$ cat config.mk
export PLATFORM = sky130hd
export DESIGN_NAME = fpm_dram_ctrl
export DESIGN_NICKNAME = d
export VERILOG_FILES = /design/src/rtl/fpm_ctrl_pkg.sv /design/src/rtl/fpm_sat_cnt.sv /design/src/rtl/fpm_pin_regs.sv /design/src/rtl/fpm_dram_ctrl.sv
export SDC_FILE = /design/constraint.sdc
export NUM_CORES = 1
export LEC_CHECK = 0
export ABC_AREA = 1
export BUFFER_PORTS_ARGS = -buffer_cell sky130_fd_sc_hd__buf_2
export CAP_MARGIN = 20
export CORE_MARGIN = 2
export CORE_UTILIZATION = 45
export CTS_CLUSTER_SIZE = 16
export DETAILED_ROUTE_END_ITERATION = 16
export PLACE_DENSITY = 0.73
export REMOVE_ABC_BUFFERS = 1
export SLEW_MARGIN = 20
export SYNTH_ARGS = -nofsm -noshare
export SYNTH_HDL_FRONTEND = slang
export SYNTH_SLANG_ARGS = --single-unit
$ cat constraint.sdc
create_clock -name clk -period 2.8 [get_ports clk]
set_clock_uncertainty 0.1 [all_clocks]
set_input_delay 0.7 -clock clk [delete_from_list [all_inputs] [get_ports clk]]
set_output_delay 0.7 -clock clk [all_outputs]
set_load 0.02 [all_outputs]
$ cat src/rtl/fpm_ctrl_pkg.sv
package fpm_ctrl_pkg;

  typedef enum logic [2:0] {
    ST_IDLE = 3'd0,  // row closed, RAS high (precharging)
    ST_RCD  = 3'd1,  // RAS low, row address on pins
    ST_CAS  = 3'd2,  // CAS low, column access in progress
    ST_CP   = 3'd3,  // CAS precharge inside an open row
    ST_OPEN = 3'd4,  // row open, waiting for a hit
    ST_REF  = 3'd5   // DRAM handed to the refresh block
  } fpm_state_e;

  function automatic int fpm_max(input int a, input int b);
    return (a > b) ? a : b;
  endfunction

endpackage

$ cat src/rtl/fpm_sat_cnt.sv
module fpm_sat_cnt #(
  parameter int W          = 8,
  parameter bit START_FULL = 1'b0
) (
  input  logic         clk,
  input  logic         rst_n,
  input  logic         clr,
  output logic [W-1:0] cnt
);

  always_ff @(posedge clk or negedge rst_n) begin
    if (!rst_n)              cnt <= START_FULL ? '1 : '0;
    else if (clr)            cnt <= '0;
    else if (cnt != '1)      cnt <= cnt + 1'b1;
  end

endmodule

$ cat src/rtl/fpm_pin_regs.sv
module fpm_pin_regs
  import fpm_ctrl_pkg::*;
#(
  parameter int ROW_W = 11,
  parameter int COL_W = 11,
  parameter int DQ_W  = 4
) (
  input  logic             clk,
  input  logic             rst_n,
  input  fpm_state_e       st_nx,
  input  logic [ROW_W-1:0] row_nx,
  input  logic [COL_W-1:0] col_nx,
  input  logic             we_nx,
  input  logic [DQ_W-1:0]  wd_nx,
  output logic             ras_n,
  output logic             cas_n,
  output logic             we_n,
  output logic             oe_n,
  output logic [ROW_W-1:0] addr,
  output logic [DQ_W-1:0]  dq_out,
  output logic             dq_oe,
  output logic             ref_gnt
);

  logic ras_on, cas_on;

  assign ras_on = (st_nx == ST_RCD) || (st_nx == ST_CAS) ||
                  (st_nx == ST_CP)  || (st_nx == ST_OPEN);
  assign cas_on = (st_nx == ST_CAS);

  // Strobes are decoded from the next state and registered, so the pins
  // change cleanly on the same edge as the controller state.
  always_ff @(posedge clk or negedge rst_n) begin
    if (!rst_n) begin
      ras_n   <= 1'b1;
      cas_n   <= 1'b1;
      we_n    <= 1'b1;
      oe_n    <= 1'b1;
      addr    <= '0;
      dq_out  <= '0;
      dq_oe   <= 1'b0;
      ref_gnt <= 1'b0;
    end else begin
      ras_n   <= !ras_on;
      cas_n   <= !cas_on;
      we_n    <= !(cas_on && we_nx);
      oe_n    <= !(cas_on && !we_nx);
      addr    <= (st_nx == ST_RCD) ? row_nx : ROW_W'(col_nx);
      dq_out  <= wd_nx;
      dq_oe   <= cas_on && we_nx;
      ref_gnt <= (st_nx == ST_REF);
    end
  end

endmodule

$ cat src/rtl/fpm_dram_ctrl.sv
module fpm_dram_ctrl
  import fpm_ctrl_pkg::*;
#(
  parameter int ROW_W    = 11,
  parameter int COL_W    = 11,
  parameter int DQ_W     = 4,
  parameter int T_RCD    = 3,
  parameter int T_RAS    = 7,
  parameter int T_RP     = 4,
  parameter int T_RC     = 12,
  parameter int T_CAS    = 2,
  parameter int T_CP     = 1,
  parameter int T_PC     = 5,
  parameter int T_CAC    = 2,
  parameter int T_RAC    = 7,
  parameter int T_WCH    = 1,
  parameter int RASP_CYC = 12000
) (
  input  logic                   clk,
  input  logic                   rst_n,
  input  logic                   req_valid,
  output logic                   req_ready,
  input  logic [ROW_W+COL_W-1:0] req_addr,
  input  logic                   req_we,
  input  logic [DQ_W-1:0]        req_wdata,
  output logic                   rd_valid,
  output logic [DQ_W-1:0]        rd_data,
  input  logic                   ref_req,
  output logic                   ref_gnt,
  output logic                   dram_ras_n,
  output logic                   dram_cas_n,
  output logic                   dram_we_n,
  output logic                   dram_oe_n,
  output logic [ROW_W-1:0]       dram_addr,
  output logic [DQ_W-1:0]        dram_dq_out,
  output logic                   dram_dq_oe,
  input  logic [DQ_W-1:0]        dram_dq_in
);

  localparam int AW      = ROW_W + COL_W;
  localparam int CAS_RD  = fpm_max(T_CAS, T_CAC);
  localparam int CAS_WR  = fpm_max(T_CAS, T_WCH);
  // Longest stretch from accepting a hit until RAS can be raised again.
  localparam int ACC_MAX = T_RAC + CAS_RD + CAS_WR + T_CP + T_PC + 2;
  localparam int CW      = $clog2(RASP_CYC + T_RC + T_PC + 4) + 1;

  localparam logic [CW-1:0] C_RCD   = CW'(T_RCD - 1);
  localparam logic [CW-1:0] C_RAS   = CW'(T_RAS - 1);
  localparam logic [CW-1:0] C_RP    = CW'(T_RP - 1);
  localparam logic [CW-1:0] C_RC    = CW'(T_RC - 1);
  localparam logic [CW-1:0] C_CRD   = CW'(CAS_RD - 1);
  localparam logic [CW-1:0] C_CWR   = CW'(CAS_WR - 1);
  localparam logic [CW-1:0] C_RAC   = CW'(T_RAC - 1);
  localparam logic [CW-1:0] C_CP    = CW'(T_CP - 1);
  localparam logic [CW-1:0] C_PC    = CW'(T_PC - 1);
  localparam logic [CW-1:0] C_GUARD = CW'(RASP_CYC - ACC_MAX);

  fpm_state_e st_q, st_d;

  logic [ROW_W-1:0] op_row, row_d;
  logic [COL_W-1:0] op_col, col_d;
  logic             op_we, we_d;
  logic [DQ_W-1:0]  op_wd, wd_d;

  logic [CW-1:0] ph_cnt, ras_cnt, col_cnt;
  logic          acc, hit, guard, rp_ok, rc_ok, cas_done;

  logic [ROW_W-1:0] req_row;
  logic [COL_W-1:0] req_col;

  assign req_row = req_addr[AW-1:COL_W];
  assign req_col = req_addr[COL_W-1:0];
  assign hit     = (req_row == op_row);
  assign guard   = (ras_cnt >= C_GUARD);
  assign rp_ok   = (ph_cnt >= C_RP);
  assign rc_ok   = (ras_cnt >= C_RC);

  // Cycles in the current state, cycles since RAS fell, cycles since CAS fell.
  fpm_sat_cnt #(.W(CW), .START_FULL(1'b0)) u_ph_cnt (
    .clk(clk), .rst_n(rst_n), .clr(st_d != st_q), .cnt(ph_cnt));

  fpm_sat_cnt #(.W(CW), .START_FULL(1'b1)) u_ras_cnt (
    .clk(clk), .rst_n(rst_n), .clr((st_q == ST_IDLE) && (st_d == ST_RCD)),
    .cnt(ras_cnt));

  fpm_sat_cnt #(.W(CW), .START_FULL(1'b1)) u_col_cnt (
    .clk(clk), .rst_n(rst_n), .clr((st_d == ST_CAS) && (st_q != ST_CAS)),
    .cnt(col_cnt));

  always_comb begin
    cas_done = 1'b0;
    if (st_q == ST_CAS) begin
      if (op_we) cas_done = (ph_cnt >= C_CWR);
      else       cas_done = (ph_cnt >= C_CRD) && (ras_cnt >= C_RAC);
    end
  end

  always_comb begin
    st_d      = st_q;
    acc       = 1'b0;
    req_ready = 1'b0;
    unique case (st_q)
      ST_IDLE: begin
        req_ready = rp_ok && rc_ok && !ref_req;
        if (rp_ok && ref_req) begin
          st_d = ST_REF;
        end else if (req_ready && req_valid) begin
          st_d = ST_RCD;
          acc  = 1'b1;
        end
      end
      ST_RCD:  if (ph_cnt >= C_RCD) st_d = ST_CAS;
      ST_CAS:  if (cas_done) st_d = ST_CP;
      ST_CP:   if ((ph_cnt >= C_CP) && (col_cnt >= C_PC)) st_d = ST_OPEN;
      ST_OPEN: begin
        req_ready = !ref_req && !guard && hit;
        if (req_valid && req_ready) begin
          st_d = ST_CAS;
          acc  = 1'b1;
        end else if ((ref_req || guard || req_valid) && (ras_cnt >= C_RAS)) begin
          st_d = ST_IDLE;
        end
      end
      ST_REF:  if (!ref_req) st_d = ST_IDLE;
      default: st_d = ST_IDLE;
    endcase
  end

  assign row_d = (acc && (st_q == ST_IDLE)) ? req_row : op_row;
  assign col_d = acc ? req_col   : op_col;
  assign we_d  = acc ? req_we    : op_we;
  assign wd_d  = acc ? req_wdata : op_wd;

  always_ff @(posedge clk or negedge rst_n) begin
    if (!rst_n) begin
      st_q     <= ST_IDLE;
      op_row   <= '0;
      op_col   <= '0;
      op_we    <= 1'b0;
      op_wd    <= '0;
      rd_valid <= 1'b0;
      rd_data  <= '0;
    end else begin
      st_q     <= st_d;
      op_row   <= row_d;
      op_col   <= col_d;
      op_we    <= we_d;
      op_wd    <= wd_d;
      rd_valid <= cas_done && !op_we;
      if (cas_done && !op_we) rd_data <= dram_dq_in;
    end
  end

  fpm_pin_regs #(.ROW_W(ROW_W), .COL_W(COL_W), .DQ_W(DQ_W)) u_pins (
    .clk(clk), .rst_n(rst_n), .st_nx(st_d), .row_nx(row_d), .col_nx(col_d),
    .we_nx(we_d), .wd_nx(wd_d),
    .ras_n(dram_ras_n), .cas_n(dram_cas_n), .we_n(dram_we_n), .oe_n(dram_oe_n),
    .addr(dram_addr), .dq_out(dram_dq_out), .dq_oe(dram_dq_oe), .ref_gnt(ref_gnt));

  // column strobe never falls before the row-to-column delay has passed
  assert_rcd_gap_R2: assert property (@(posedge clk) disable iff (!rst_n)
    $fell(dram_cas_n) |-> (ras_cnt >= CW'(T_RCD)));

  // a row stays open at least the minimum RAS-low time
  assert_ras_min_R3: assert property (@(posedge clk) disable iff (!rst_n)
    $rose(dram_ras_n) |-> (ras_cnt >= CW'(T_RAS)));

  // RAS-low time stays below the page-mode limit
  assert_ras_max_R5: assert property (@(posedge clk) disable iff (!rst_n)
    !dram_ras_n |-> (ras_cnt < CW'(RASP_CYC)));

  // read data is reported on the edge where the column strobe ends
  assert_rd_at_cas_end_R7: assert property (@(posedge clk) disable iff (!rst_n)
    rd_valid |-> $rose(dram_cas_n));

  // the refresh grant only ever sees a fully precharged DRAM
  assert_gnt_idle_R9: assert property (@(posedge clk) disable iff (!rst_n)
    ref_gnt |-> (dram_ras_n && dram_cas_n && $past(ref_req)));

endmodule

==> summary.txt, run 1 <==
Synth
  • Main synth FF type: dfrtp_1
  • Avg Synthesized Cell Area: roughly 8.1 um2
  • Share of the synthesized area in the top cell type: between 20 and 30%
  • Largest cells by area after synthesis: dfrtp_1, dfstp_2, nand2_1
  • Synth area leader: dfrtp_1
  • Post-synthesis instance area: between 5000 and 6000 um2
  • Ys Warns: 0
  • Async S/R FF share, synth: 100%
  • Post-synthesis register bit count: 97
  • Yosys cell types: 42
  • Sequential fraction of the synthesis area: 46.8%
  • Post-synth EDFFs: 0
  • Cells after synthesis: 650

Cells and area
  • Final nets: roughly 760
  • Number of fillers in the final layout: approximately 1,100
  • Final instance area: around 6000 um2
  • Final core occ: approximately 53%
  • Layout cell share with drive strength beyond 1: ~25%
  • Ant. Diodes: 0
  • Finished Layout Cells: between 800 and 900
  • Layout area overhead: 14.7%

Power and ir drop
  • Switching share of power: 43.0%
  • Psw: about 0.0026 W
  • Power per cell area: slightly above 1000 nW/um2
  • Combinational power share: 42.6%
  • Internal power: 0.00351 W
  • Reg power frac: a little under two fifths
  • Clock power share: approximately a fifth
  • Static Leak: between 2 and 3 nW
  • Max VDD drop: ~0.00063 V

Routing
  • Uppermost routed layer: met4
  • Pre-antenna DRT Iters: 4
  • Via count: 4,325
  • Vias per inst: about 5
  • Post-route ant nets: 0
  • M1 wire length: between 5000 and 6000 um
  • WL final: roughly 11,000 um
  • Initial DRC count: ~190
  • Met3 Routed Length: about 420 um
  • WL/cell: between 10 and 15 um
  • WL met2: 5290 um
  • Drt drc: 0

Placed design
  • I/O Buffers: a little over 60
  • Placed insts: between 800 and 900
  • Detailed-placement wirelength estimate: 7930 um
  • Pre-CTS setup slack: 165 ps
  • Area after DPL: around 5700 um2
  • GPL Wtd Cong: slightly above 0.9

STA
  • Worst setup margin: about 73 ps
  • # setup viols final: 0
  • Slew margin rel.: 69.4%
  • Slew Viols, Final: 0
  • Pin slew with the least headroom to its limit: between 400 and 500 ps
  • F_max: 367 MHz
  • Min cycle time layout: between 2000 and 3000 ps
  • Crit share post-route: 97.4%
  • RSZ-0062 raised after global routing: yes
  • Fin. Hold Viols: 0
  • Final hold slack: 211 ps

Worst setup path
  • FF-to-FF End: u_pins.addr[6]
  • Worst reg2reg setup slack: roughly 350 ps
  • Top delay family on crit path: simple AND/OR/NAND/NOR gates
  • Worst r2r path cells: 13
  • Setup CP Type: flip-flop to primary output
  • R2R Path Start: u_ras_cnt.cnt[0]
  • Nature of the critical path startpoint: flip-flop
  • CP required: 2000 ps
  • Worst-path cell chain: inv_2 > ha_1 > nand3b_1 > nand2_1 > nand2_1 > nand2_2 > and2_4 > nand3_2 > nand2_2 > buf_6
  • CP Capture Type: primary output
  • Max FO, Critical Path: 3
  • CP peak stage delay: between 500 and 600 ps
  • Slowest cell on the critical path: dfstp_2
  • Crit path DAT: between 1500 and 2000 ps
  • Crit path buf inv count: 2

Flow run
  • Max-cap violations: 0

Clock tree
  • CTS buffer count: 9
  • Number of H-tree levels: 3
  • CTS root buf: clkbuf_16
  • Worst-skew pair later-pin latency: ~340 ps
  • Total clock sinks: 97
  • CTS Buffer Depth: 2
  • Reg clk slew, reported paths: about 70 ps
  • CTS tree: done

Global route
  • Initial antenna violation count: 0
  • All-Layer GR Usage: between 10% and 20%
  • First-pass GRT wire length: approximately 19,000 um
  • Final global-route overflow total: 0
  • Largest net degree at the start of global routing: between 60 and 70
  • Vias in the first global route: approximately 4,300

Min path
  • Worst Hold Class: input port to asynchronous set/reset pin

Floorplanning
  • Die height: roughly 110 um
  • Die Wd: ~110 um
  • Die area: approximately 13,000 um2
  • Site Rows: 39
  • Core ar.: between 10,000 and 15,000 um2
  • IO Count: between 60 and 70
  • Starting density of the core: between 40% and 50%

Outcome
  • Outcome: finished clean
## per-stage QoR
stage / TNS [ps] / total power (W)
floorplan: 0 / 0.00421
global placement: 0 / 0.00482
detailed placement: 0 / 0.00489
CTS: 0 / 0.00616
global route: -24.1 / 0.00665
finish: 0 / 0.00615
## sequential cells by signal, summed over array words and instances, names as in the netlist
register,count
st_q,3
op_row,11
u_pins.ras_n,1
rd_valid,1
u_pins.we_n,1
u_pins.oe_n,1
u_ras_cnt.cnt,15
op_we,1
u_ph_cnt.cnt,15
u_pins.addr,11
u_pins.dq_oe,1
u_pins.ref_gnt,1
op_col,11
u_col_cnt.cnt,15
u_pins.dq_out,4
rd_data,4
u_pins.cas_n,1
## worst max-delay path by stage
stage / slack, ps / start / endpoint / depth (start not counted)
3_3_place_gp: 180 / req_addr[16] / req_ready / 11
5_1_grt: -20 / u_ras_cnt.cnt[1] / req_ready / 11
3_5_place_dp: 170 / req_addr[13] / req_ready / 9
2_1_floorplan: 360 / u_ras_cnt.cnt[1] / u_pins.addr[0] / 14
4_1_cts: 1 / u_ras_cnt.cnt[1] / req_ready / 10
6_report: 70 / u_ras_cnt.cnt[1] / req_ready / 10
## cells by family after synthesis
kind of cell / after synthesis / synth area share (%)
compound gates: 41 / 4.34
fa+ha+maj: 8 / 1.90
xor+xnor: 23 / 3.81
buf+inv: 86 / 7.32
simple gates: 395 / 35.9
flops: 97 / 46.8
## synth_stat cells, types with 12 or more instances
cell,instances
nor2_4,14
inv_1,65
dfrtp_1,63
a21oi_1,12
dfstp_2,34
nand2_1,194
o21ai_0,17
xor2_1,13
nor3_1,13
nor2_1,73
nand3_1,46
## power by group through the flow
| stage | Clock, W | Sequential, W | Combinational (W) |
|---|---|---|---|
| CTS | 0.00121 | 0.00234 | 0.00260 |
| detailed placement | 0 | 0.00236 | 0.00253 |
| global placement | 0 | 0.00234 | 0.00247 |
| global route | 0.00127 | 0.00242 | 0.00296 |
| finish | 0.00118 | 0.00235 | 0.00262 |
| floorplan | 0 | 0.00248 | 0.00173 |
## per-layer routing
metal	vias to the layer above	global-route usage (%)
li1	2202	-
met1	2034	24.3
met2	75	30.0
met3	14	2.97
met4	0	7.89
met5	-	0
## layout by cell type, fill, tap and decap left out, types with 8 or more instances in the layout
master / count
dfrtp_1: 63
inv_1: 63
nand2_1: 193
xor2_1: 13
nand2_2: 8
dfstp_2: 34
nor3_1: 13
buf_2: 59
clkbuf_16: 9
nand4_1: 10
nor2_4: 14
buf_4: 8
xnor2_1: 10
nand3_1: 45
nor2_1: 73
o21ai_0: 17
nand3_2: 8
a21oi_1: 12
nor2_2: 8
inv_2: 12
## what timing repair did
item | CTS | global route
gates resized for setup | 4 | 5
pin swaps | 3 | 6
hold buffers | 0 | 0
setup buffers | 3 | 2
endpoints found under the setup margin | 1 | 1
## worst reg2reg max path, stage by stage, from the launching register on
cell	delay, ps
dfstp_2	600
inv_1	110
ha_1	220
nand2_1	70
inv_1	50
nor2_1	160
nand4_1	140
nand3_1	110
nand3_1	130
nor2_4	250
nor2_8	90
nand2_2	210
nand2_1	100
nand2_1	60
## final cells by class
cell class / instances / area [um2] / share of cell area (%)
clock buffer: 9 / 225 / 3.72
clock inverter: 7 / 61.3 / 1.01
inverter: 75 / 282 / 4.65
multi-input combinational: 467 / 2440 / 40.3
sequential: 97 / 2470 / 40.8
tap: 143 / 179 / 2.95
timing repair buffer: 70 / 398 / 6.57
Power figures use the tool's default switching activity.
==> run 2: changes to the inputs <==
RECOVER_POWER = 100   (was not set)
==> summary.txt, run 2 (synthesis results as in run 1) <==
Worst setup path
  • Worst-path cell chain: buf_6 > ha_4 > inv_2 > nand3b_1 > nand2_1 > nand3_1 > nand2_1 > nor2_2 > nand2_1 > nand2_2 > buf_6
  • Setup CP Type: flip-flop to primary output
  • CP Capture Type: primary output
  • Crit path DAT: roughly 1900 ps
  • Max FO, Critical Path: 3
  • Worst r2r path cells: 13
  • Worst reg2reg setup slack: between 200 and 300 ps
  • Critical Path Most Common Cell: nand2_1
  • Slowest cell on the critical path: dfstp_2
  • CP required: ~2000 ps
  • Nature of the critical path startpoint: flip-flop
  • CP peak stage delay: roughly 560 ps

STA
  • Min cycle time layout: roughly 2700 ps
  • F_max: around 360 MHz
  • Fin. Hold Viols: 0
  • Crit share post-route: a little over nine tenths
  • Pin slew with the least headroom to its limit: approximately 1900 ps
  • RSZ-0062 raised after global routing: yes
  • # setup viols final: 0
  • Slew Viols, Final: 38
  • Slew margin rel.: -23.7%
  • Worst setup margin: between 50 and 60 ps

Floorplanning
  • Site Rows: 39
  • Die area: about 13,000 um2
  • Starting density of the core: 46.3%
  • IO Count: 62
  • Die height: around 110 um
  • Die Wd: between 100 and 150 um
  • Core ar.: 11,400 um2

Global route
  • Initial antenna violation count: 0
  • Largest net degree at the start of global routing: 62
  • All-Layer GR Usage: about 18%
  • Final global-route overflow total: 0
  • Vias in the first global route: approximately 4,300
  • First-pass GRT wire length: approximately 19,000 um

Clock tree
  • CTS Buffer Depth: 2
  • CTS buffer count: 9
  • Number of H-tree levels: 3
  • Worst-skew pair later-pin latency: between 300 and 400 ps
  • CTS tree: done
  • Reg clk slew, reported paths: about 70 ps
  • CTS root buf: clkbuf_16
  • Total clock sinks: 97

Routing
  • M1 wire length: just over 5000 um
  • Uppermost routed layer: met4
  • Drt drc: 0
  • Post-route ant nets: 0
  • Initial DRC count: 228
  • Pre-antenna DRT Iters: 5
  • WL met2: around 5300 um
  • WL final: around 11,000 um
  • Vias per inst: around 5
  • Met3 Routed Length: approximately 380 um
  • WL/cell: roughly 13 um
  • Via count: between 4,000 and 5,000

Min path
  • Hold Path Cell Cnt: 2
  • Worst Hold Class: flip-flop to flip-flop

Placed design
  • I/O Buffers: just over 60
  • Pre-CTS setup slack: about 170 ps
  • GPL Wtd Cong: about 0.94
  • Placed insts: 847
  • Detailed-placement wirelength estimate: roughly 7900 um

Cells and area
  • Biggest registers after layout: u_col_cnt.cnt: 15 flops, u_ph_cnt.cnt: 15 flops, u_ras_cnt.cnt: 15 flops
  • Most frequent cells in the layout: nand2_1, nor2_1, inv_1, dfrtp_1, nand3_1
  • Layout cell share with drive strength beyond 1: 21.4%
  • Number of fillers in the final layout: roughly 1,100
  • Final nets: 763
  • Layout area overhead: 13.7%
  • Ant. Diodes: 0
  • Most common cell after layout, fill and taps aside: nand2_1
  • Finished Layout Cells: 868

Power and ir drop
  • Max VDD drop: ~0.00063 V
  • Static Leak: between 2 and 3 nW
  • Tot Pwr: a little over 0.006 W
  • Power per cell area: 1010 nW/um2

Outcome
  • Violated checks: capacitance limit, slew limit
  • Outcome: complete, but fails checks

Flow run
  • Max-cap violations: 1
==> run 2: cell type report <==
type	count	area, um2	area share [%]
Sequential cell	97	2470	41.1
Multi-Input combinational cell	467	2440	40.6
Timing Repair Buffer	70	353	5.87
Inverter	75	282	4.69
Clock buffer	9	225	3.75
Tap cell	143	179	2.98
Clock inverter	7	61.3	1.02
==> run 2: stage by stage <==
step,TNS [ps],util (%),hold slack [ps],area [um2]
floorplan,0,-,304,5180
global placement,0,50.0,351,5710
detailed placement,0,50.0,356,5710
CTS,0,52.8,214,6020
global route,-24.1,52.6,396,6010
finish,0,52.6,372,6010
==> run 2: repair_timing <==
item,4_1_cts,5_1_grt
hold buffers,0,0
pin swaps,3,6
setup endpoints to repair,1,1
resized for setup,4,5
setup buffers,3,2
==> run 2: critical path, delay by kind of cell (launching register included) <==
family	cells	cell delay, ps
adder cells (fa/ha/maj)	1	130
buffers and inverters	3	270
flip-flops	1	560
AND/OR/NAND/NOR	7	640
==> run 2: worst paths after layout <==
| path | startpoint | end |
|---|---|---|
| max reg2reg | u_ras_cnt.cnt[0] | u_pins.addr[6] |
| max | u_ras_cnt.cnt[1] | req_ready |
| min reg2reg | op_col[7] | op_col[7] |
| max in group asynchronous | rst_n | u_ras_cnt.cnt[7] |
| min | op_col[7] | op_col[7] |
| min in group asynchronous | rst_n | u_pins.dq_oe |
==> run 2: metal layers <==
layer	vias to the layer above	global-route usage (%)
li1	2205	-
met1	2041	24.3
met2	78	30.0
met3	16	2.97
met4	0	7.89
met5	-	0
==> run 2: report_power, final <==
group	internal (W)	total [W]	switching, W
clock	0.000619	0.00118	0.000557
sequential	0.00201	0.00236	0.000349
combinational	0.000826	0.00256	0.00173
total	0.00346	0.00610	0.00264
==> run 3: changes to the inputs <==
CORE_UTILIZATION = 50   (was 45)
PLACE_DENSITY = 0.79   (was 0.73)
REMOVE_ABC_BUFFERS = not set   (was 1)
==> summary.txt, run 3 (synthesis results as in run 1) <==
Clock tree
  • Total clock sinks: slightly below 100
  • Number of H-tree levels: 3
  • CTS root buf: clkbuf_8
  • Post-CTS Hold Buffers: 0
  • CTS tree: done
  • Reg clk slew, reported paths: between 100 and 150 ps
  • CTS Buffer Depth: 2
  • CTS buffer count: 9
  • Worst-skew pair later-pin latency: between 300 and 400 ps

Outcome
  • Outcome: complete, but fails checks
  • Violated checks: capacitance limit, slew limit

Power and ir drop
  • Max VDD drop: around 0.00063 V
  • Static Leak: between 2 and 3 nW
  • Power per cell area: just under 1000 nW/um2

STA
  • Worst setup margin: between 2 and 3 ps
  • F_max: between 300 and 400 MHz
  • RSZ-0062 raised after global routing: yes
  • # setup viols final: 0
  • Pin slew with the least headroom to its limit: roughly 2100 ps
  • Min cycle time layout: between 2000 and 3000 ps
  • Slew Viols, Final: just over 40
  • Slew margin rel.: -43.3%
  • Crit share post-route: 99.9%
  • Fin. Hold Viols: 0

Worst setup path
  • Setup CP Type: flip-flop to primary output
  • Max FO, Critical Path: 5
  • CP Capture Type: primary output
  • Nature of the critical path startpoint: flip-flop
  • Crit path DAT: about 2000 ps
  • CP required: about 2000 ps

Cells and area
  • Layout cell share with drive strength beyond 1: between 20% and 30%
  • Ant. Diodes: 0
  • Biggest registers after layout: u_col_cnt.cnt: 15 flops, u_ph_cnt.cnt: 15 flops, u_ras_cnt.cnt: 15 flops
  • Finished Layout Cells: between 800 and 900
  • Most common cell after layout, fill and taps aside: nand2_1
  • Final nets: ~770
  • Most frequent cells in the layout: nand2_1, nor2_1, inv_1
  • Layout area overhead: 12.6%

Floorplanning
  • Site Rows: 37
  • Starting density of the core: between 50 and 60%
  • Core ar.: between 10,000 and 15,000 um2
  • Die area: about 11,000 um2
  • Die height: between 100 and 150 um
  • IO Count: 62
  • Die Wd: 107 um

Routing
  • Pre-antenna DRT Iters: 4
  • WL final: ~11,000 um
  • Post-route ant nets: 0
  • Drt drc: 0
  • Vias per inst: approximately 5.0
  • Via count: 4,293
  • Initial DRC count: 217
  • WL/cell: between 10 and 15 um

Synth
  • Synthesized net count: between 600 and 700

Placed design
  • GPL Wtd Cong: between 0.9 and 1
  • I/O Buffers: 61
  • Detailed-placement wirelength estimate: 7860 um
  • Pre-CTS setup slack: roughly 200 ps
  • Placed insts: ~840

Global route
  • Vias in the first global route: between 4,000 and 5,000
  • All-Layer GR Usage: around a fifth
  • Final global-route overflow total: 0
  • First-pass GRT wire length: between 15,000 and 20,000 um
  • Initial antenna violation count: 0
  • Largest net degree at the start of global routing: between 50 and 60

Flow run
  • Max-cap violations: 1

Min path
  • Worst Hold Class: flip-flop to flip-flop
-- run 3: cell count changes in the layout (fill, tap and decap cells not counted), moves of 2 or more --
cell | before | now
ha_2 | 0 | 2
buf_4 | 7 | 12
clkbuf_16 | 9 | 0
clkbuf_8 | 0 | 10
-- run 3: timing repair --
item                       CTS  global route
setup endpoints to repair    1             1
pin swaps                    3             2
gates resized for setup      5             2
setup buffers                5             3
-- run 3: layer usage --
| layer | share of wire, % | up-vias | GRT usage, % |
|---|---|---|---|
| met4 | 1.8 | 0 | 9.28 |
| met2 | 49 | 93 | 33.4 |
| li1 | - | 2199 | - |
| met5 | 0 | - | 0 |
| met3 | 4.9 | 18 | 3.65 |
| met1 | 45 | 1983 | 26.2 |
-- run 3: power by group --
group	internal (W)	switching (W)
clock	0.000456	0.000535
combinational	0.000822	0.00173
sequential	0.00201	0.000343
-- run 3: critical path, stage by stage (launching register included) --
cell      delay, ps
dfstp_2         600
inv_2            50
ha_2            150
nand3b_1        150
nand2_1          60
nand2_1          60
nand2_2          80
and2_4          150
nand3_2          80
nand2_2         120
buf_6           120
-- run 3: stage by stage --
step                hold WS [ps]  total power [W]  setup TNS [ps]  cell area [um2]  util, %
floorplan                    304          0.00442               0             5280        -
global placement             351          0.00480               0             5700     55.5
detailed placement           358          0.00489               0             5700     55.5
CTS                          199          0.00595           -23.9             5970     58.1
global route                 406          0.00635           -2140             5950     57.9
finish                       383          0.00590               0             5950     57.9
-- run 3: worst paths after layout --
kind                                  startpoint                end  slack [ps]  depth (start not counted)
min in group asynchronous                  rst_n    u_ph_cnt.cnt[8]         830                          1
worst max register to register  u_ras_cnt.cnt[0]     u_pins.addr[1]         190                         14
worst max-delay path            u_ras_cnt.cnt[1]          req_ready           3                         10
worst min-delay path            u_pins.dq_out[3]   u_pins.dq_out[3]         380                          2
max in group asynchronous                  rst_n  u_ras_cnt.cnt[14]         370                          2
worst min register to register  u_pins.dq_out[3]   u_pins.dq_out[3]         380                          2
-- run 3: layout make-up --
class	count	area, um2
Sequential cell	97	2470
Tap cell	136	170
Multi-Input combinational cell	467	2430
Clock inverter	6	77.6
Inverter	75	282
Timing Repair Buffer	74	379
Clock buffer	10	138
Fill cell	923	4330
